--- src/rtl/pp_pkg.sv ---
package pp_pkg;
    localparam int PP_W = 8;

    typedef enum logic [1:0] {
        SEL_A   = 2'd0,
        SEL_B   = 2'd1,
        SEL_C   = 2'd2,
        SEL_CMD = 2'd3
    } pp_sel_e;

    typedef struct packed {
        logic [1:0] mode_a;
        logic       in_a;
        logic       in_cu;
        logic       mode_b;
        logic       in_b;
        logic       in_cl;
    } pp_cfg_t;

    localparam pp_cfg_t CFG_RESET = '{mode_a: 2'b00, in_a: 1'b1, in_cu: 1'b1,
                                      mode_b: 1'b0, in_b: 1'b1, in_cl: 1'b1};
endpackage

--- src/rtl/pp_regs.sv ---
module pp_regs
    import pp_pkg::*;
#(
    parameter int PW = PP_W
) (
    input  logic          clk,
    input  logic          rst_n,
    input  logic          wr_en,
    input  pp_sel_e       sel,
    input  logic [PW-1:0] wdata,
    output pp_cfg_t       cfg_q_o,
    output logic [PW-1:0] la_q_o,
    output logic [PW-1:0] lb_q_o,
    output logic [PW-1:0] lc_q_o
);
    localparam int SELW = $clog2(PW);

    typedef struct packed {
        pp_cfg_t       cfg;
        logic [PW-1:0] la;
        logic [PW-1:0] lb;
        logic [PW-1:0] lc;
    } regs_t;

    regs_t st_d, st_q;
    logic  cmd_wr, is_cfg_word;
    logic [SELW-1:0] bit_idx;

    always_comb begin
        st_d        = st_q;
        cmd_wr      = wr_en && (sel == SEL_CMD);
        is_cfg_word = wdata[7];
        bit_idx     = wdata[SELW:1];
        if (wr_en) begin
            unique case (sel)
                SEL_A:   st_d.la = wdata;
                SEL_B:   st_d.lb = wdata;
                SEL_C:   st_d.lc = wdata;
                default: begin
                    if (is_cfg_word) begin
                        st_d.cfg = pp_cfg_t'(wdata[6:0]);
                        st_d.la  = '0;
                        st_d.lb  = '0;
                        st_d.lc  = '0;
                    end else begin
                        st_d.lc[bit_idx] = wdata[0];
                    end
                end
            endcase
        end
    end

    always_ff @(posedge clk or negedge rst_n) begin
        if (!rst_n) begin
            st_q <= '{cfg: CFG_RESET, la: '0, lb: '0, lc: '0};
        end else begin
            st_q <= st_d;
        end
    end

    assign cfg_q_o = st_q.cfg;
    assign la_q_o  = st_q.la;
    assign lb_q_o  = st_q.lb;
    assign lc_q_o  = st_q.lc;

    AST_BIT_CMD_KEEPS_CFG: assert property (@(posedge clk) disable iff (!rst_n)
        (cmd_wr && !is_cfg_word) |=> $stable(st_q.cfg));

    AST_BIT_CMD_ONE_BIT: assert property (@(posedge clk) disable iff (!rst_n)
        (cmd_wr && !is_cfg_word) |=> ($countones(st_q.lc ^ $past(st_q.lc)) <= 1)
            && $stable(st_q.la) && $stable(st_q.lb));

    AST_CFG_CLEARS_LATCHES: assert property (@(posedge clk) disable iff (!rst_n)
        (cmd_wr && is_cfg_word) |=> (st_q.la == '0 && st_q.lb == '0 && st_q.lc == '0));

    AST_IDLE_HOLDS_STATE: assert property (@(posedge clk) disable iff (!rst_n)
        !wr_en |=> $stable(st_q));
endmodule

--- src/rtl/pp_rd_mux.sv ---
module pp_rd_mux
    import pp_pkg::*;
#(
    parameter int PW = PP_W
) (
    input  logic          rd_en,
    input  pp_sel_e       sel,
    input  pp_cfg_t       cfg,
    input  logic [PW-1:0] la,
    input  logic [PW-1:0] lb,
    input  logic [PW-1:0] lc,
    input  logic [PW-1:0] pa_i,
    input  logic [PW-1:0] pb_i,
    input  logic [PW-1:0] pc_i,
    output logic [PW-1:0] rdata
);
    localparam int HW = PW / 2;

    logic [PW-1:0] c_view;

    assign c_view = {cfg.in_cu ? pc_i[PW-1:HW] : lc[PW-1:HW],
                     cfg.in_cl ? pc_i[HW-1:0]  : lc[HW-1:0]};

    always_comb begin
        rdata = '0;
        if (rd_en) begin
            unique case (sel)
                SEL_A:   rdata = cfg.in_a ? pa_i : la;
                SEL_B:   rdata = cfg.in_b ? pb_i : lb;
                SEL_C:   rdata = c_view;
                default: rdata = PW'({1'b1, cfg});
            endcase
        end
    end
endmodule

--- src/rtl/pp_ctrl.sv ---
module pp_ctrl
    import pp_pkg::*;
#(
    parameter int PW = PP_W
) (
    input  logic          clk,
    input  logic          rst_n,
    input  logic          bus_cs,
    input  logic          bus_rd,
    input  logic          bus_wr,
    input  logic [1:0]    bus_addr,
    input  logic [PW-1:0] bus_wdata,
    output logic [PW-1:0] bus_rdata,
    input  logic [PW-1:0] pa_i,
    output logic [PW-1:0] pa_o,
    output logic [PW-1:0] pa_oe,
    input  logic [PW-1:0] pb_i,
    output logic [PW-1:0] pb_o,
    output logic [PW-1:0] pb_oe,
    input  logic [PW-1:0] pc_i,
    output logic [PW-1:0] pc_o,
    output logic [PW-1:0] pc_oe
);
    localparam int HW = PW / 2;

    pp_sel_e       sel;
    logic          wr_en, rd_en;
    pp_cfg_t       cfg;
    logic [PW-1:0] la, lb, lc;

    assign sel   = pp_sel_e'(bus_addr);
    assign wr_en = bus_cs && bus_wr;
    assign rd_en = bus_cs && bus_rd;

    pp_regs #(.PW(PW)) u_regs (
        .clk(clk), .rst_n(rst_n), .wr_en(wr_en), .sel(sel), .wdata(bus_wdata),
        .cfg_q_o(cfg), .la_q_o(la), .lb_q_o(lb), .lc_q_o(lc)
    );

    pp_rd_mux #(.PW(PW)) u_rd (
        .rd_en(rd_en), .sel(sel), .cfg(cfg), .la(la), .lb(lb), .lc(lc),
        .pa_i(pa_i), .pb_i(pb_i), .pc_i(pc_i), .rdata(bus_rdata)
    );

    assign pa_o  = la;
    assign pb_o  = lb;
    assign pc_o  = lc;
    assign pa_oe = {PW{~cfg.in_a}};
    assign pb_oe = {PW{~cfg.in_b}};
    assign pc_oe = {{HW{~cfg.in_cu}}, {HW{~cfg.in_cl}}};

    AST_RD_QUIET: assert property (@(posedge clk) disable iff (!rst_n)
        !(bus_cs && bus_rd) |-> (bus_rdata == '0));
endmodule

--- config.mk ---
export PLATFORM = sky130hd
export DESIGN_NAME = pp_ctrl
export DESIGN_NICKNAME = d
export VERILOG_FILES = /design/src/rtl/pp_pkg.sv /design/src/rtl/pp_regs.sv /design/src/rtl/pp_rd_mux.sv /design/src/rtl/pp_ctrl.sv
export SDC_FILE = /design/constraint.sdc
export NUM_CORES = 1
export LEC_CHECK = 0
export CORE_MARGIN = 2
export CORE_UTILIZATION = 30
export DETAILED_ROUTE_END_ITERATION = 12
export DONT_BUFFER_PORTS = 1
export PLACE_DENSITY = 0.48
export SKIP_LAST_GASP = 1
export SYNTH_ARGS = -nofsm -noshare
export SYNTH_HDL_FRONTEND = slang
export SYNTH_SLANG_ARGS = --single-unit
--- constraint.sdc ---
create_clock -name clk -period 1.4 [get_ports clk]
set_clock_uncertainty 0.15 [all_clocks]
set_input_delay 0.14 -clock clk [delete_from_list [all_inputs] [get_ports clk]]
set_output_delay 0.14 -clock clk [all_outputs]
set_load 0.1 [all_outputs]
## After elaboration in Yosys (flattened, before gate mapping)

Index checks and enable logic that the tools add are counted.

| storage, ports and cells | value |
|---|---|
| register bits | 31 |
| latch bits | 0 |
| RAM bits | 0 |
| ROM bits | 0 |
| input port bits | 39 |
| output and inout port bits | 56 |
| logic and storage cells | 49 |
| memories kept | 0 |

| cells by class | value |
|---|---|
| add/sub/neg operators | 0 |
| multipliers | 0 |
| divide/modulo/power cells | 0 |
| $lt $le $gt $ge | 2 |
| equality and inequality tests | 2 |
| shift-type cells | 0 |
| muxes and demuxes | 14 |
| bitwise logic cells | 8 |
| reductions and logical operators | 14 |

Operators with widths:

| kind | count |
|---|---|
| 8-bit case mux with 2 select lines | 3 |
| 8-bit 2-to-1 mux | 4 |
| 8-bit case mux with 3 select lines | 1 |
| 16-bit 2-to-1 mux | 1 |
| 3-bit AND reduction | 3 |
| 8-bit bitwise mux | 1 |
| 4-bit 2-to-1 mux | 2 |
| 1-bit NOT | 8 |
| 2-bit OR reduction | 3 |
| 3-bit by 4-bit < comparator with 1-bit output (second input constant) | 1 |
| 2-bit nonzero test | 2 |
| 1-bit demux with 3-bit select | 1 |
| 3-bit by 1-bit >= comparator with 1-bit output (second input constant) | 1 |
| 1-bit logical AND | 3 |
| 3-bit OR reduction | 1 |
| 2-bit by 1-bit == test with 1-bit output (second input constant) | 1 |
| 2-bit == test (second input constant) | 1 |
| 2-bit zero test | 1 |
| 2-bit AND reduction | 1 |
| 1-bit 2-to-1 mux | 1 |

## Logic depth before layout (Yosys ltp)

| depth | value |
|---|---|
| word-level depth | 7 |
| depth in mapped cells | 8 |
| gate-level depth less buffers | 6 |

## Modules after synthesis

From an unflattened synthesis, not the netlist that was laid out.

| unflattened totals | value |
|---|---|
| cells, all modules | 245 |
| area total of the unflattened synthesis | 2352.3 um^2 |

Modules (own cells, without submodules):

| module | times used | cells each | area each (um^2) | sequential area each (um^2) |
|---|---|---|---|---|
| pp_regs | 1 | 156 | 1675.4 | 780.7 |
| pp_rd_mux | 1 | 63 | 499.2 | 0.0 |
| pp_ctrl | 1 | 26 | 177.7 | 0.0 |

## Worst setup path before layout

OpenSTA, ideal clock, no wires.

| timing | value |
|---|---|
| path kind | reg2out |
| from | reg u_regs.st_q (netlist bit u_regs.cfg_q_o[1]) |
| to | out bus_rdata[1] |
| arrival | 3.879 ns |
| data required time | 1.110 ns |
| setup slack | -2.769 ns |
| stages on the path, launching flop included | 6 |
| path buffers | 1 |
| cell sequence | dfstp_2 > buf_2 > inv_1 > o21a_1 > o22ai_1 > a221oi_1 |

| between the ends | value |
|---|---|
| longest elaborated chain between the ends | 3 |

Ends and longest elaborated chain:

| what | line | source |
|---|---|---|
| from (decl) | pp_regs.sv:25 | `regs_t st_d, st_q;` |
| from (signal assigned) | pp_regs.sv:55 | `st_q <= '{cfg: CFG_RESET, la: '0, lb: '0, lc: '0};` |
| from (signal assigned) | pp_regs.sv:57 | `st_q <= st_d;` |
| 8-bit 2-to-1 mux | pp_rd_mux.sv:29 | `SEL_B: rdata = cfg.in_b ? pb_i : lb;` |
| 8-bit case mux with 3 select lines * | pp_rd_mux.sv:27 | `unique case (sel)` |
| 8-bit 2-to-1 mux * | pp_rd_mux.sv:26 | `if (rd_en) begin` |
| to (decl) | pp_ctrl.sv:13 | `output logic [PW-1:0] bus_rdata,` |

Mark *: on every way between the ends. The rest lies on a longest branch, timed or not.

## Worst setup path after layout

| timing | value |
|---|---|
| from | reg u_regs.st_q (netlist bit u_regs.cfg_q_o[1]) |
| to | out bus_rdata[0] |

| between the ends | value |
|---|---|
| longest elaborated chain between the ends | 3 |

Ends and longest elaborated chain:

| what | line |
|---|---|
| 8-bit 2-to-1 mux | pp_rd_mux.sv:29 |
| 8-bit case mux with 3 select lines | pp_rd_mux.sv:27 |
| 8-bit 2-to-1 mux | pp_rd_mux.sv:26 |

Every way passes these cells.

==> run_results.csv <==
group,metric,value,unit
status,status,"finished, violations left",
status,violations,"negative hold slack, negative setup slack",
critical_path,reg2reg_from,"u_regs.lb_q_o[2]",
route,via_per_inst,5.12,
pwr,vdd_drop_max,0.626,mV
grt,antenna_found_initial,0,
yosys,syn_nets,281,
pwr,finalPower,6.19,mW
yosys,netlist_area,2170,um^2
sta,worst_slack,-0.725,ns
grt,grt_pass1_wl,12.0,mm
critical_path,r2r_cells,3,
critical_path,crit_path_start,"u_regs.cfg_q_o[1]",
die,pin_count,95,
run,max-cap-violations,0,
cells_and_area,num_antenna_cells,0,
yosys,syn_inst,236,
grt,grt_overflow,0,
sta,worst_slew_pin_slew,0.657,ns
route,route.detailed.drc,0,
die,placeableCoreArea,6910,um^2
cts,clockBufferDepth,2,
sta,setup_viol,32,
sta,tns,-17.20,ns
grt,grt_use_total,20.4,%
cells_and_area,syn_to_final_growth,70.4,%
pwr,leakage,1.60,nW
cts,clock_sinks,31,
critical_path,r2r-end,"u_regs.lb_q_o[2]",
route,post_drt_wl_per_cell,19.1,um
sta,max_freq,471,MHz
critical_path,cp-start-kind,"flip-flop",
cells_and_area,final_cell_mix,"buf_4, buf_6, nand2_1",
cells_and_area,final_common_cell,"buf_4",
cells_and_area,nets,351,
critical_path,cp-end-kind,"primary output",
cts,htreeDepth,2,
cts,worstSkewPairLatency,0.29,ns
die,fp.dieH,89.0,um
die,row_count,30,
sta,rsz0062_at_grt,"true",
route,drtIter0Drc,109,
critical_path,path_max_fanout,3,
grt,first_global_vias,2241,
route,routed_wl,7.69,mm
yosys,ys_ff_latch,31,
pwr,p_per_area,1680,nW/um^2
sta,fin_hold_ws,-0.0148,ns
die,initial_core_util,31.4,%
cts,clk_pin_slew,0.07,ns
cells_and_area,drive_gt1_share,62.5,%
critical_path,crit_type,"reg -> out",
worst_hold_path,hp-class,"in -> reg",
sta,fin_crit,2.12,ns
sta,timing.slew.headroom,55.9,%
placed_design,hpwl,5.37,mm
placed_design,port_buffers,0,
sta,min_period_over_period,152,%
grt,grt_max_degree,32,
route,vias,2064,
cts,cts_buffers,5,
sta,slew_violations,0,
placed_design,placed_cell_area,3110,um^2
sta,final_hold_viol_count,1,
critical_path,rrSetupSlack,0.05,ns
critical_path,critPathRequiredTime,1.11,ns
critical_path,crit_path_end,"bus_rdata[0]",
yosys,ys_seq_area_share,36.0,%
yosys,yosysWarnings,0,
die,fp.dieW,89.0,um
cells_and_area,postLayoutCellArea,3690,um^2
cts,cts_tree,"built",
yosys,avgSynthCellArea,9.18,um^2
critical_path,arrival,1.83,ns
cts,cts_root_buffer,"clkbuf_8",
route,drt.antenna.violating_nets,0,
placed_design,gp_congestion,0.763,
die,die_area,7920,um^2
yosys,synth.distinct_cells,34,
route,drt_pass1_iterations,4,
[where the power goes]
group	leakage (nW)	total (mW)	internal, mW	switching, mW
registers	0.367	1.21	1.10	0.107
logic	1.17	4.05	1.22	2.82
clock network	0.0612	0.938	0.576	0.362
[layer usage]
metal / vias to the layer above / part of all wire, % / global-route usage, %
met3: 7 / 8.4 / 6.00
met5: - / 0 / 0
met1: 1003 / 39 / 24.4
met2: 80 / 51 / 35.8
met4: 0 / 1.0 / 5.70
li1: 974 / - / -
[how the worst min path moves through the flow]
stage	to	cells after the start	slack (ns)	start
global placement	u_regs.lc_q_o[7]	0	-0.30	rst_n
detailed placement	u_regs.lc_q_o[7]	0	-0.30	rst_n
global route	u_regs.lc_q_o[2]	2	0.02	bus_wdata[2]
CTS	u_regs.lc_q_o[3]	3	0.01	bus_wdata[1]
floorplan	u_regs.cfg_q_o[2]	0	-0.31	rst_n
finish	u_regs.lc_q_o[2]	2	-0.01	bus_wdata[2]
[state kept, by name, summed over array words and instances (netlist names)]
register and flops:
u_regs.cfg_q_o 7, u_regs.lc_q_o 8, u_regs.lb_q_o 8, u_regs.la_q_o 8
[Yosys cell counts (all sizes together)]
master	number	area share, %
a311oi	1	0.40
a22oi	9	3.1
dfstp	4	4.8
and2	1	0.29
buf	28	9.5
nand4	1	0.29
a21oi	13	3.0
o21a	3	1.0
dfrtp	27	31
nor2b	5	1.4
nand2	22	3.8
nor3	3	0.92
mux2	25	13
nor4b	1	0.40
o31ai	5	1.7
and3	1	0.29
a221oi	7	2.8
o22ai	3	0.87
inv	14	2.4
clkbuf	8	1.4
a31o	5	2.0
o21ai	19	4.4
nand3	11	2.5
a21boi	2	0.69
nor4	2	1.3
ha	6	3.5
o31a	3	1.2
nor2	5	0.87
or3	2	0.81
[critical path: stages (launching register included)]
cell	delay, ns
dfstp_2	0.57
buf_6	0.12
buf_6	0.09
mux2_4	0.29
a22oi_2	0.20
a221oi_4	0.10
buf_12	0.18
[cell type report]
cell class,count,area (um^2)
Timing Repair Buffer,99,1130
Inverter,14,87.6
Fill cell,640,3210
Multi-Input combinational cell,155,1400
Sequential cell,31,836
Tap cell,96,120
Clock buffer,6,82.6
Clock inverter,2,35.0
[through the flow]
| stage | cells | setup WS (ns) | util [%] |
|---|---|---|---|
| 5_1_grt | 403 | -0.778 | 53.5 |
| 3_3_place_gp | 372 | -0.499 | 45.1 |
| 3_5_place_dp | 372 | -0.528 | 45.1 |
| 6_report | 403 | -0.725 | 53.5 |
| 4_1_cts | 401 | -0.734 | 52.4 |
| 2_1_floorplan | 236 | -1.16 | - |
[logic make-up after synthesis]
family | after synthesis | share of synthesized area (%)
compound gates | 70 | 21.3
flops | 31 | 36.0
fa+ha+maj | 6 | 3.46
mux | 25 | 13.0
buf+inv | 50 | 13.3
simple gates | 54 | 12.9
[repair_timing]
action / 4_1_cts / 5_1_grt
hold buffers: 10 / 0
gates resized for setup: 52 / 18
hold endpoints to repair: 62 / 0
endpoints found under the setup margin: 32 / 38
pin swaps: 17 / 12
buffers inserted: 13 / 3
(Power assumes the default switching activity.)
